==> src/rtl/i2c_irq_pkg.sv <==
package i2c_irq_pkg;

   // Which register a port access addresses
   typedef enum logic [1:0] {
      SEL_NONE = 2'd0,
      SEL_GLB  = 2'd1,
      SEL_STAT = 2'd2,
      SEL_MASK = 2'd3
   } reg_sel_e;

endpackage

==> src/rtl/i2c_irq_decode.sv <==
module i2c_irq_decode
   import i2c_irq_pkg::*;
#(
   parameter int ADDR_W   = 8,
   parameter int OFS_GLB  = 'h1C,
   parameter int OFS_STAT = 'h20,
   parameter int OFS_MASK = 'h28
) (
   input  logic [ADDR_W-1:0] addr,
   output reg_sel_e          sel
);

   localparam logic [ADDR_W-1:0] A_GLB  = ADDR_W'(OFS_GLB);
   localparam logic [ADDR_W-1:0] A_STAT = ADDR_W'(OFS_STAT);
   localparam logic [ADDR_W-1:0] A_MASK = ADDR_W'(OFS_MASK);

   if ((OFS_GLB == OFS_STAT) || (OFS_GLB == OFS_MASK) || (OFS_STAT == OFS_MASK)) begin : g_bad_map
      $error("i2c_irq_decode: register offsets must be distinct");
   end
   if ((OFS_GLB % 4 != 0) || (OFS_STAT % 4 != 0) || (OFS_MASK % 4 != 0)) begin : g_bad_align
      $error("i2c_irq_decode: register offsets must be word aligned");
   end

   always_comb begin
      if (addr == A_GLB)       sel = SEL_GLB;
      else if (addr == A_STAT) sel = SEL_STAT;
      else if (addr == A_MASK) sel = SEL_MASK;
      else                     sel = SEL_NONE;
   end

endmodule

==> src/rtl/i2c_irq_status.sv <==
module i2c_irq_status #(
   parameter int NUM_EVT = 8
) (
   input  logic               clk,
   input  logic               rst_n,
   input  logic [NUM_EVT-1:0] evt,
   input  logic [NUM_EVT-1:0] tog,
   output logic [NUM_EVT-1:0] stat
);

   // One sticky cell per event; a hardware set beats a software toggle
   for (genvar i = 0; i < NUM_EVT; i++) begin : g_cell
      logic cell_q;
      always_ff @(posedge clk or negedge rst_n) begin
         if (!rst_n)      cell_q <= 1'b0;
         else if (evt[i]) cell_q <= 1'b1;
         else if (tog[i]) cell_q <= ~cell_q;
      end
      assign stat[i] = cell_q;
   end

endmodule

==> src/rtl/i2c_irq_ctrl.sv <==
module i2c_irq_ctrl #(
   parameter int NUM_EVT = 8
) (
   input  logic               clk,
   input  logic               rst_n,
   input  logic               mask_we,
   input  logic [NUM_EVT-1:0] mask_d,
   input  logic               glb_we,
   input  logic               glb_d,
   output logic [NUM_EVT-1:0] mask,
   output logic               glb
);

   always_ff @(posedge clk or negedge rst_n) begin
      if (!rst_n) begin
         mask <= '0;
         glb  <= 1'b0;
      end else begin
         if (mask_we) mask <= mask_d;
         if (glb_we)  glb  <= glb_d;
      end
   end

endmodule

==> src/rtl/i2c_irq_out.sv <==
module i2c_irq_out #(
   parameter int NUM_EVT = 8
) (
   input  logic               clk,
   input  logic               rst_n,
   input  logic [NUM_EVT-1:0] stat,
   input  logic [NUM_EVT-1:0] mask,
   input  logic               glb,
   output logic               irq
);

   logic pending;
   assign pending = |(stat & mask);

   always_ff @(posedge clk or negedge rst_n) begin
      if (!rst_n) irq <= 1'b0;
      else        irq <= glb & pending;
   end

endmodule

==> src/rtl/i2c_irq_regs.sv <==
module i2c_irq_regs
   import i2c_irq_pkg::*;
#(
   parameter int NUM_EVT  = 8,
   parameter int DATA_W   = 32,
   parameter int ADDR_W   = 8,
   parameter int OFS_GLB  = 'h1C,
   parameter int OFS_STAT = 'h20,
   parameter int OFS_MASK = 'h28
) (
   input  logic               clk,
   input  logic               rst_n,
   input  logic [NUM_EVT-1:0] evt_pulse,
   input  logic               reg_wr,
   input  logic               reg_rd,
   input  logic [ADDR_W-1:0]  reg_addr,
   input  logic [DATA_W-1:0]  reg_wdata,
   output logic [DATA_W-1:0]  reg_rdata,
   output logic               irq
);

   localparam int GLB_BIT = DATA_W - 1;
   localparam int PAD_W   = DATA_W - NUM_EVT;

   if (NUM_EVT < 1 || NUM_EVT >= DATA_W) begin : g_bad_width
      $error("i2c_irq_regs: NUM_EVT must lie in 1..DATA_W-1");
   end
   if (ADDR_W < 6) begin : g_bad_addr
      $error("i2c_irq_regs: ADDR_W too narrow for the register offsets");
   end

   reg_sel_e           sel;
   logic [NUM_EVT-1:0] stat;
   logic [NUM_EVT-1:0] mask;
   logic               glb;
   logic [NUM_EVT-1:0] tog;
   logic [DATA_W-1:0]  rd_mux;
   logic               unused_wdata;

   assign unused_wdata = ^reg_wdata[GLB_BIT-1:NUM_EVT];

   i2c_irq_decode #(
      .ADDR_W(ADDR_W), .OFS_GLB(OFS_GLB), .OFS_STAT(OFS_STAT), .OFS_MASK(OFS_MASK)
   ) u_dec (
      .addr(reg_addr),
      .sel (sel)
   );

   assign tog = (reg_wr && sel == SEL_STAT) ? reg_wdata[NUM_EVT-1:0] : '0;

   i2c_irq_status #(.NUM_EVT(NUM_EVT)) u_stat (
      .clk  (clk),
      .rst_n(rst_n),
      .evt  (evt_pulse),
      .tog  (tog),
      .stat (stat)
   );

   i2c_irq_ctrl #(.NUM_EVT(NUM_EVT)) u_ctrl (
      .clk    (clk),
      .rst_n  (rst_n),
      .mask_we(reg_wr && sel == SEL_MASK),
      .mask_d (reg_wdata[NUM_EVT-1:0]),
      .glb_we (reg_wr && sel == SEL_GLB),
      .glb_d  (reg_wdata[GLB_BIT]),
      .mask   (mask),
      .glb    (glb)
   );

   i2c_irq_out #(.NUM_EVT(NUM_EVT)) u_out (
      .clk  (clk),
      .rst_n(rst_n),
      .stat (stat),
      .mask (mask),
      .glb  (glb),
      .irq  (irq)
   );

   always_comb begin
      unique case (sel)
         SEL_GLB:  rd_mux = {glb, {GLB_BIT{1'b0}}};
         SEL_STAT: rd_mux = {{PAD_W{1'b0}}, stat};
         SEL_MASK: rd_mux = {{PAD_W{1'b0}}, mask};
         default:  rd_mux = '0;
      endcase
   end

   always_ff @(posedge clk or negedge rst_n) begin
      if (!rst_n)      reg_rdata <= '0;
      else if (reg_rd) reg_rdata <= rd_mux;
      else             reg_rdata <= '0;
   end

endmodule

==> config.mk <==
export PLATFORM = sky130hd
export DESIGN_NAME = i2c_irq_regs
export DESIGN_NICKNAME = d
export VERILOG_FILES = /design/src/rtl/i2c_irq_pkg.sv /design/src/rtl/i2c_irq_decode.sv /design/src/rtl/i2c_irq_status.sv /design/src/rtl/i2c_irq_ctrl.sv /design/src/rtl/i2c_irq_out.sv /design/src/rtl/i2c_irq_regs.sv
export SDC_FILE = /design/constraint.sdc
export NUM_CORES = 1
export LEC_CHECK = 0
export BUFFER_PORTS_ARGS = -buffer_cell sky130_fd_sc_hd__buf_2
export CAP_MARGIN = 20
export CORE_UTILIZATION = 47
export CTS_BUF_LIST = sky130_fd_sc_hd__clkbuf_16
export DETAILED_ROUTE_END_ITERATION = 6
export PLACE_DENSITY = 0.85
export SLEW_MARGIN = 40
export SYNTH_ARGS = -nofsm -noshare
export SYNTH_HDL_FRONTEND = slang
export SYNTH_HIERARCHICAL = 1
export SYNTH_SLANG_ARGS = --single-unit
==> constraint.sdc <==
create_clock -name clk -period 1.85 [get_ports clk]
set_input_delay 0.37 -clock clk [delete_from_list [all_inputs] [get_ports clk]]
set_output_delay 0.37 -clock clk [all_outputs]
set_load 0.02 [all_outputs]
* Word-level counts from Yosys, hierarchy flattened
Index checks and enable logic that the tools add are counted.
W data, S select, Z words.
** Word-level totals
- Memories :: 0
- Bits in latches :: 0
- Memory bits (writable) :: 0
- Flip-flop bits (word level) :: 50
- Output and inout bits :: 33
- Logic and storage cells :: 62
- Input port bits :: 52
- ROM bits :: 0
** Operators by class
- Mux-type cells :: 22
- Order comparisons :: 0
- Reduce and logical (&&, ||, !) cells :: 12
- $mul :: 0
- Div/mod/pow operators :: 0
- Add/sub/neg operators :: 0
- Shift-type cells :: 0
- Eq/ne operators :: 6
- Bitwise logic cells :: 10
** Operators by type and width (count)
- $pmux W32 S3 :: 1
- $mux W32 :: 1
- $eq A8 B6 Y1 const B :: 2
- $mux W1 :: 16
- $reduce_bool A2 Y1 :: 8
- $and A8 B8 Y8 :: 1
- $eq A8 B5 Y1 const B :: 1
- $mux W8 :: 1
- $not A1 Y1 :: 8
- $reduce_or A8 Y1 :: 1
- $mux W2 :: 3
- $eq A2 B2 Y1 const B :: 2
- $logic_and A1 B1 Y1 :: 3
- $eq A2 B1 Y1 const B :: 1
- $and A1 B1 Y1 :: 1

* Depth between registers and ports, before layout
Gate-level depths: netlist of the first run.
- Word-level depth :: 9
- Gate-level depth with buffers :: 6
- Depth with buffers taken out :: 6

* Cells and area by module
The synthesis of the first run kept the hierarchy.
** By module, submodules not included
- i2c_irq_regs :: times used 1, cells each 63, sequential area each 225.2 um^2, area each 615.6 um^2
- i2c_irq_status :: times used 1, cells each 32, sequential area each 200.2 um^2, area each 380.4 um^2
- i2c_irq_ctrl :: times used 1, cells each 19, sequential area each 225.2 um^2, area each 367.9 um^2
- i2c_irq_out :: times used 1, cells each 7, sequential area each 25.0 um^2, area each 67.6 um^2
- i2c_irq_decode :: times used 1, cells each 6, sequential area each 0.0 um^2, area each 47.5 um^2

* Worst setup path before layout of the first run
No wires, ideal clock.
- Kind :: input to register
- Start point :: input reg_addr[1]
- End point :: register u_ctrl.mask[0]
- Data arrival time :: 1.935 ns
- Data required time :: 1.725 ns
- Cell stages on the path :: 6
- Path buffers :: 2
- Setup slack :: -0.210 ns
- Setup time :: 0.125 ns
- Cells stage by stage :: or4_4 > a211oi_2 > buf_6 > and3_1 > buf_6 > mux2_4
** On the way
- Cells in the longest elaborated chain, start to end :: 6
- Elaborated cells on any way between the ends :: 8
- Classes of those cells :: eq/ne (4); mux (3); reduce/logical (1)
** RTL lines
- start: declaration :: RTL line i2c_irq_regs.sv:16 : input logic [ADDR_W-1:0] reg_addr,
- $eq A8 B6 Y1 :: RTL line i2c_irq_decode.sv:27 : else if (addr == A_MASK) sel = SEL_MASK;
- $mux W2 :: RTL line i2c_irq_decode.sv:27
- $mux W2 :: RTL line i2c_irq_decode.sv:26 : else if (addr == A_STAT) sel = SEL_STAT;
- $mux W2 (*) :: RTL line i2c_irq_decode.sv:25 : if (addr == A_GLB) sel = SEL_GLB;
- via sel[0] :: RTL line i2c_irq_regs.sv:32 : reg_sel_e sel;
- $eq A2 B2 Y1 (*) :: RTL line i2c_irq_regs.sv:62 : .mask_we(reg_wr && sel == SEL_MASK),
- $logic_and A1 B1 Y1 (*) :: RTL line i2c_irq_regs.sv:62
- end signal: assignment :: RTL line i2c_irq_ctrl.sv:19 : if (mask_we) mask <= mask_d;
- end: declaration :: RTL line i2c_irq_ctrl.sv:10 : output logic [NUM_EVT-1:0] mask,
The timed path passes the listed nets; every way through them passes the cells marked *.
A chain may end at the register's enable or synchronous reset.

* Worst setup path after layout of the first run
- Start point :: input reg_addr[1]
- End point :: register u_stat.g_cell[3].cell_q
** On the way
- Cells in the longest elaborated chain, start to end :: 8
- Elaborated cells on any way between the ends :: 10
- Classes of those cells :: eq/ne (4); mux (4); reduce/logical (2)
** RTL lines
- $eq A8 B6 Y1 :: RTL line i2c_irq_decode.sv:27
- $mux W2 :: RTL line i2c_irq_decode.sv:27
- $mux W2 :: RTL line i2c_irq_decode.sv:26
- $mux W2 (*) :: RTL line i2c_irq_decode.sv:25
- via sel[0] :: RTL line i2c_irq_regs.sv:32
- $eq A2 B2 Y1 (*) :: RTL line i2c_irq_regs.sv:49 : assign tog = (reg_wr && sel == SEL_STAT) ? reg_wdata[NUM_EVT-1:0] : '0;
- $logic_and A1 B1 Y1 (*) :: RTL line i2c_irq_regs.sv:49
- $mux W8 (*) :: RTL line i2c_irq_regs.sv:49
- via tog[3] :: RTL line i2c_irq_regs.sv:36 : logic [NUM_EVT-1:0] tog;
- $reduce_bool A2 Y1 (no line) (*)
- end signal: assignment :: RTL line i2c_irq_status.sv:17 : else if (tog[i]) cell_q <= ~cell_q;
- end: declaration :: RTL line i2c_irq_status.sv:13 : logic cell_q;
Marks and branches as above.

==> summary.txt, run 1 <==
Routing
  – DRC: 0
  – Via count: 916
  – WL/cell: 13.21 µm
  – DR iter-0 viols: 19
  – Final WL: 2695 µm
  – DR vias/cell: 4.490
  – Final ANT Viol Nets: 0
  – DR pass1 iterations: 4

Power
  – Pleak: 0.9146 nW
  – Internal power: 0.0009170 W
  – Switching Fraction: 22.16%
  – Total power: 0.001178 W
  – Sequential share of power: 50.6%
  – Switching power: 0.0002610 W
  – Clock power share: 40.4%
  – Max IR drop VDD: 0.0003271 V
  – PwrDens: 666.3 mW/mm²
  – Combinational share of power: 9.0%

Critical path
  – Crit path launch type: primary input
  – Worst R2R Start: u_stat/g_cell[4].cell_q
  – CP max stage cell: or4_4
  – Critical Path Start: reg_addr[1]
  – Critical setup path kind: in2reg
  – Max stage delay on crit path: 0.55 ns
  – WP data required: 2.00 ns
  – CP Data Arrival Time: 2.01 ns
  – Worst Setup End Kind: flop
  – Crit Path Max Fanout: 8
  – Crit-path cells: buf_6 > or4_4 > a211oi_4 > and3b_2 > and2_4 > xnor2_2 > nand2b_1

Clocking
  – H-tree levels: 1
  – Post-CTS Setup Bufs: 0
  – CTS Buf Count: 3
  – Clk sink count: 27
  – CTS root buf: clkbuf_16
  – Clock slew at reported path FFs: 0.06 ns
  – CTS tree: yes
  – Clock Latency Late Sink: 0.26 ns
  – Clk buf depth: 2

Logic synthesis
  – Syn Inst Count: 127
  – Netlist Area Pre-Place: 0.001479 mm²
  – Avg Inst Size Synth: 11.65 µm²
  – Seq/Total Area, Yosys: 45.69%
  – Synth Warn #: 6
  – Flops & latches, synth: 27
  – Netlist cell types: 24

Floorplanning
  – Core Region: 0.002877 mm²
  – Die ar.: 0.003375 mm²
  – Initial core utilization: 51.41%
  – Die X: 58.10 µm
  – # IOs: 85
  – Die height: 58.10 µm
  – Row count: 19

Global route
  – Largest net degree at the start of global routing: 28
  – Remaining global-route overflow: 0
  – First-pass GRT wire length: 4326 µm
  – Initial antenna violation count: 0
  – Vias in the first global route: 952
  – Total track usage: 17.20%

Final layout
  – P&R area growth vs syn: 19.54%
  – Fin nets: 215
  – Share of cells above drive strength 1: 46.30%
  – Inserted Diodes: 0
  – Final cell count without fillers: 204

STA
  – Final hold violations: 0
  – Slew HR: 61.45%
  – Slew @ Worst Pin: 0.5782 ns
  – Period utilization: 100.4%
  – Setup violations, final: 1
  – Final Critical Period: 1.857 ns
  – Peak clock frequency supported by timing: 538.4 MHz
  – RSZ-0062 raised after global routing: true
  – Final WS setup: -0.007275 ns
  – Pins Over Slew Limit: 0
  – Worst hold margin: 0.1066 ns
  – Clk_skew: 0.001463 ns

Placement
  – I/O Buffers: 38
  – Gp weighted congestion: 0.7436
  – Inst Count DP: 200
  – DP HPWL: 1956 µm

Worst hold path
  – Hold WC Path Type: in2async

Job
  – Max-Cap Viols: 0

Run status
  – Violated checks: setup timing
  – Status: finished, violations left
[layout by cell type (no fill, tap or decap)]
cell type	n
a41oi_1	1
mux2i_1	8
buf_12	1
nand2_1	1
and4b_2	1
and3b_2	1
a211oi_4	1
buf_2	37
a22oi_1	4
xnor2_2	8
clkbuf_16	3
buf_6	1
or4_4	1
conb_1	23
nand3b_1	1
and3b_1	1
mux2_4	9
and3_1	1
or3b_4	1
inv_1	3
and2_4	8
dfrtp_1	27
nand2b_1	8
nor2_1	9
buf_4	3
[worst max-delay path, delay by kind of cell]
family	cells	cell delay [ns]
compound gates	1	0.27
xor+xnor	1	0.15
buf+inv	1	0.09
simple gates	4	1.13
[worst paths after layout]
path                                            to  slack, ns  cells after the start
max in group asynchronous           u_ctrl/mask[5]       1.37                      1
max                        u_stat/g_cell[3].cell_q     -0.007                      7
min reg2reg                         u_ctrl/mask[4]       0.54                      1
max reg2reg                              u_out/irq       0.88                      2
min                                     u_ctrl/glb       0.11                      1
min in group clk           u_stat/g_cell[6].cell_q       0.29                      2
[what timing repair did]
action | CTS | global route
hold buffers | 0 | 0
endpoints found under the setup margin | 2 | 13
cloned | 0 | 0
gates resized for setup | 4 | 14
pin swaps | 3 | 12
hold endpoints to repair | 0 | 0
[per-stage QoR]
stage                TNS (ns)  cell area [µm²]  util, %  setup slack, ns
global route          -0.6428             1768    61.46         -0.06019
CTS                         0             1694    58.90          0.02656
floorplan              -1.296             1565        -          -0.1596
global placement       -3.544             1595    55.46          -0.2265
finish              -0.007275             1768    61.46        -0.007275
detailed placement     -4.125             1595    55.46          -0.3018
[synthesized netlist by cell type (all sizes together)]
master | instances | area share, %
and2 | 8 | 3.6
mux2i | 8 | 5.4
or3b | 1 | 0.59
or4 | 1 | 0.76
a211oi | 1 | 0.85
and3b | 2 | 1.3
buf | 33 | 17
a41oi | 1 | 0.59
nand2 | 1 | 0.25
nand3b | 1 | 0.51
nor2 | 9 | 2.3
dfrtp | 27 | 46
xnor2 | 8 | 4.7
and4b | 1 | 0.76
a22oi | 4 | 2.0
mux2 | 9 | 8.9
and3 | 1 | 0.42
nand2b | 8 | 3.4
conb | 1 | 0.25
inv | 2 | 0.51
[per-layer routing]
metal	up-vias	part of all wire [%]	global-route usage, %
met5	-	0	0
met4	0	1.4	6.122
met3	4	6.2	1.786
met2	54	50	31.86
met1	426	42	20.55
li1	432	-	-
[layout make-up]
type | instances | area, µm²
fill | 231 | 1109
multi-input combinational | 87 | 714.4
sequential | 27 | 675.6
timing repair buffer | 42 | 239.0
clock buffer | 3 | 75.07
tap | 42 | 52.55
inverter | 2 | 7.507
clock inverter | 1 | 3.754
[state kept, by name, summed over array words and instances, names as in the netlist]
| signal | cells |
|---|---|
| u_out/irq | 1 |
| u_ctrl/mask | 8 |
| u_ctrl/glb | 1 |
| reg_rdata | 9 |
| u_stat/g_cell.cell_q | 8 |
[power groups by stage]
stage	Sequential (W)	Combinational, W	Clock [W]
floorplan	0.000607	0.0000929	0
global placement	0.000606	0.0000980	0
detailed placement	0.000607	0.000101	0
CTS	0.000596	0.000103	0.000481
global route	0.000596	0.000116	0.000493
finish	0.000596	0.000106	0.000476
[cell families after synthesis]
| family | share of synthesized area [%] |
|---|---|
| buffers and inverters | 17.77 |
| AO/OA/AOI/OAI | 3.469 |
| flip-flops | 45.69 |
| AND/OR/NAND/NOR | 13.79 |
| XOR/XNOR | 4.738 |
| other | 0.2536 |
| multiplexers | 14.30 |
(Power assumes the default switching activity.)
==> run 2, diff against run 1 <==
Settings changed: CORE_UTILIZATION 47 to 43, PLACE_DENSITY 0.85 to 0.79.
Clock period 1.85 ns to 2 ns, I/O delays scaled along.
==> run 2 against run 1 <==
  * The run now ends clean
  * Via count rose by 0.55%
  * Clock power fell by 8.8%
  * Worst hold slack improved by 0.028 ns
  * Clock-buffer cell count did not move
  * Clock skew rose by 0.0023 ns
  * Critical path depth did not move
  * Critical path type unchanged
==> summary.txt, run 2 (synthesis gave the netlist of run 1 again) <==
Floorplanning
  – # IOs: 85
  – Die X: 60.65 µm
  – Core Region: 0.003153 mm²
  – Initial core utilization: 46.90%
  – Die height: 60.65 µm
  – Die ar.: 0.003678 mm²
  – Row count: 20

Critical path
  – Crit Path Max Fanout: 8
  – Worst Setup End Kind: flop
  – Critical setup path kind: in2reg
  – Crit path launch type: primary input
  – WP data required: 2.14 ns
  – Reg-to-reg slack, setup: 1.00 ns
  – Max stage delay on crit path: 0.53 ns
  – CP Data Arrival Time: 2.03 ns
  – CP max stage cell: or4_4
  – Crit-path cells: buf_2 > or4_4 > a211oi_2 > and3b_2 > and2_1 > xnor2_1 > nand2b_1

Power
  – Max IR drop VDD: 0.0002783 V
  – Sequential share of power: 51.2%
  – Internal power: 0.0008446 W
  – Switching power: 0.0002320 W
  – Combinational share of power: 8.6%
  – Total power: 0.001077 W
  – Clock power share: 40.3%
  – PwrDens: 643.5 mW/mm²
  – Switching Fraction: 21.55%
  – Pleak: 0.8358 nW

Clocking
  – CTS tree: yes
  – Clock slew at reported path FFs: 0.06 ns
  – H-tree levels: 1
  – CTS Buf Count: 3
  – Post-CTS Setup Bufs: 0
  – Hold buffers post-CTS: 0
  – CTS-repair resized insts: 0
  – CTS root buf: clkbuf_16
  – Clock Latency Late Sink: 0.26 ns
  – Clk sink count: 27
  – Clk buf depth: 2

Global route
  – Remaining global-route overflow: 0
  – Largest net degree at the start of global routing: 28
  – Vias in the first global route: 841
  – Initial antenna violation count: 0
  – First-pass GRT wire length: 3857 µm
  – Total track usage: 15.11%

Routing
  – DR vias/cell: 4.471
  – Met1 WL: 1019 µm
  – Top sig layer: met4
  – Wire length on met2: 1132 µm
  – DR iter-0 viols: 37
  – WL/cell: 11.68 µm
  – DR pass1 iterations: 3
  – Final WL: 2406 µm
  – Final ANT Viol Nets: 0
  – Routed wl met3: 178 µm
  – Via count: 921
  – DRC: 0

STA
  – Period utilization: 94.15%
  – Final Critical Period: 1.883 ns
  – Clk_skew: 0.003784 ns
  – Peak clock frequency supported by timing: 531.1 MHz
  – Final hold violations: 0
  – Pins Over Slew Limit: 0
  – Slew @ Worst Pin: 0.5693 ns
  – Setup TNS: 0 ns
  – Setup violations, final: 0
  – Slew HR: 62.05%
  – RSZ-0062 raised after global routing: false

Final layout
  – Biggest regs: reg_rdata (9), u_ctrl/mask (8), u_stat/g_cell.cell_q (8)
  – Fin nets: 215
  – Share of cells above drive strength 1: 37.04%
  – P&R area growth vs syn: 13.11%
  – Register name with the most flops: reg_rdata
  – Max reg flops: 9
  – Most frequent cells in the layout: 38 x buf_2, 27 x dfrtp_1, 23 x conb_1
  – Most common library cell in the layout ignoring fill and taps: buf_2
  – Inserted Diodes: 0

Placement
  – DP HPWL: 1838 µm
  – Gp weighted congestion: 0.7684
  – I/O Buffers: 38

Worst hold path
  – Hold WC Path Type: in2async

Run status
  – Status: finished clean

Job
  – Max-Cap Viols: 0
==> run 2: cell counts in the layout (fill, tap and decap cells not counted) <==
Identical to the previous run, type by type.
==> run 2: layer usage <==
layer	vias up	GRT usage, %
li1	434	-
met1	430	17.87
met2	50	24.80
met3	7	3.625
met4	0	9.416
met5	-	0
==> run 2: power groups by stage <==
stage / sequential (W) / combinational, W / clock (W)
floorplan: 0.000561 / 0.0000850 / 0
global placement: 0.000561 / 0.0000899 / 0
detailed placement: 0.000561 / 0.0000924 / 0
CTS: 0.000551 / 0.0000927 / 0.000444
global route: 0.000551 / 0.000101 / 0.000476
finish: 0.000551 / 0.0000922 / 0.000434
==> run 2: final timing paths <==
kind                                              start                      end  cells after the start
min in group clk                           evt_pulse[5]  u_stat/g_cell[5].cell_q                      2
worst min register to register  u_stat/g_cell[5].cell_q  u_stat/g_cell[5].cell_q                      2
worst max register to register  u_stat/g_cell[4].cell_q                u_out/irq                      2
worst min-delay path                              rst_n  u_stat/g_cell[2].cell_q                      1
worst max-delay path                        reg_addr[1]  u_stat/g_cell[1].cell_q                      7
max in group asynchronous                         rst_n             reg_rdata[6]                      1
==> run 2: metrics by stage <==
step	worst slack, ns	cell area, µm²	utilization (%)	hold slack [ns]	cells
CTS	0.09742	1673	53.06	0.1536	206
global route	0.004131	1673	53.06	0.1769	206
finish	0.1171	1673	53.06	0.1351	206
global placement	-0.1127	1594	50.56	0.4211	202
detailed placement	-0.1611	1594	50.56	0.4274	202
floorplan	-0.03972	1562	-	0.1044	149
==> run 2: cell type report <==
cell class              count  area [µm²]
clock buffers               3       75.07
multi-input cells          87       623.1
repair buffers             42       232.7
well taps                  44       55.05
fillers                   278        1480
inverters                   2       7.507
flip-flops and latches     27       675.6
clock inverters             1       3.754
==> run 2: critical path: cells and delay by family <==
| kind | cells | cell delay (ns) |
|---|---|---|
| buf+inv | 1 | 0.09 |
| xor+xnor | 1 | 0.16 |
| compound gates | 1 | 0.26 |
| simple gates | 4 | 1.10 |
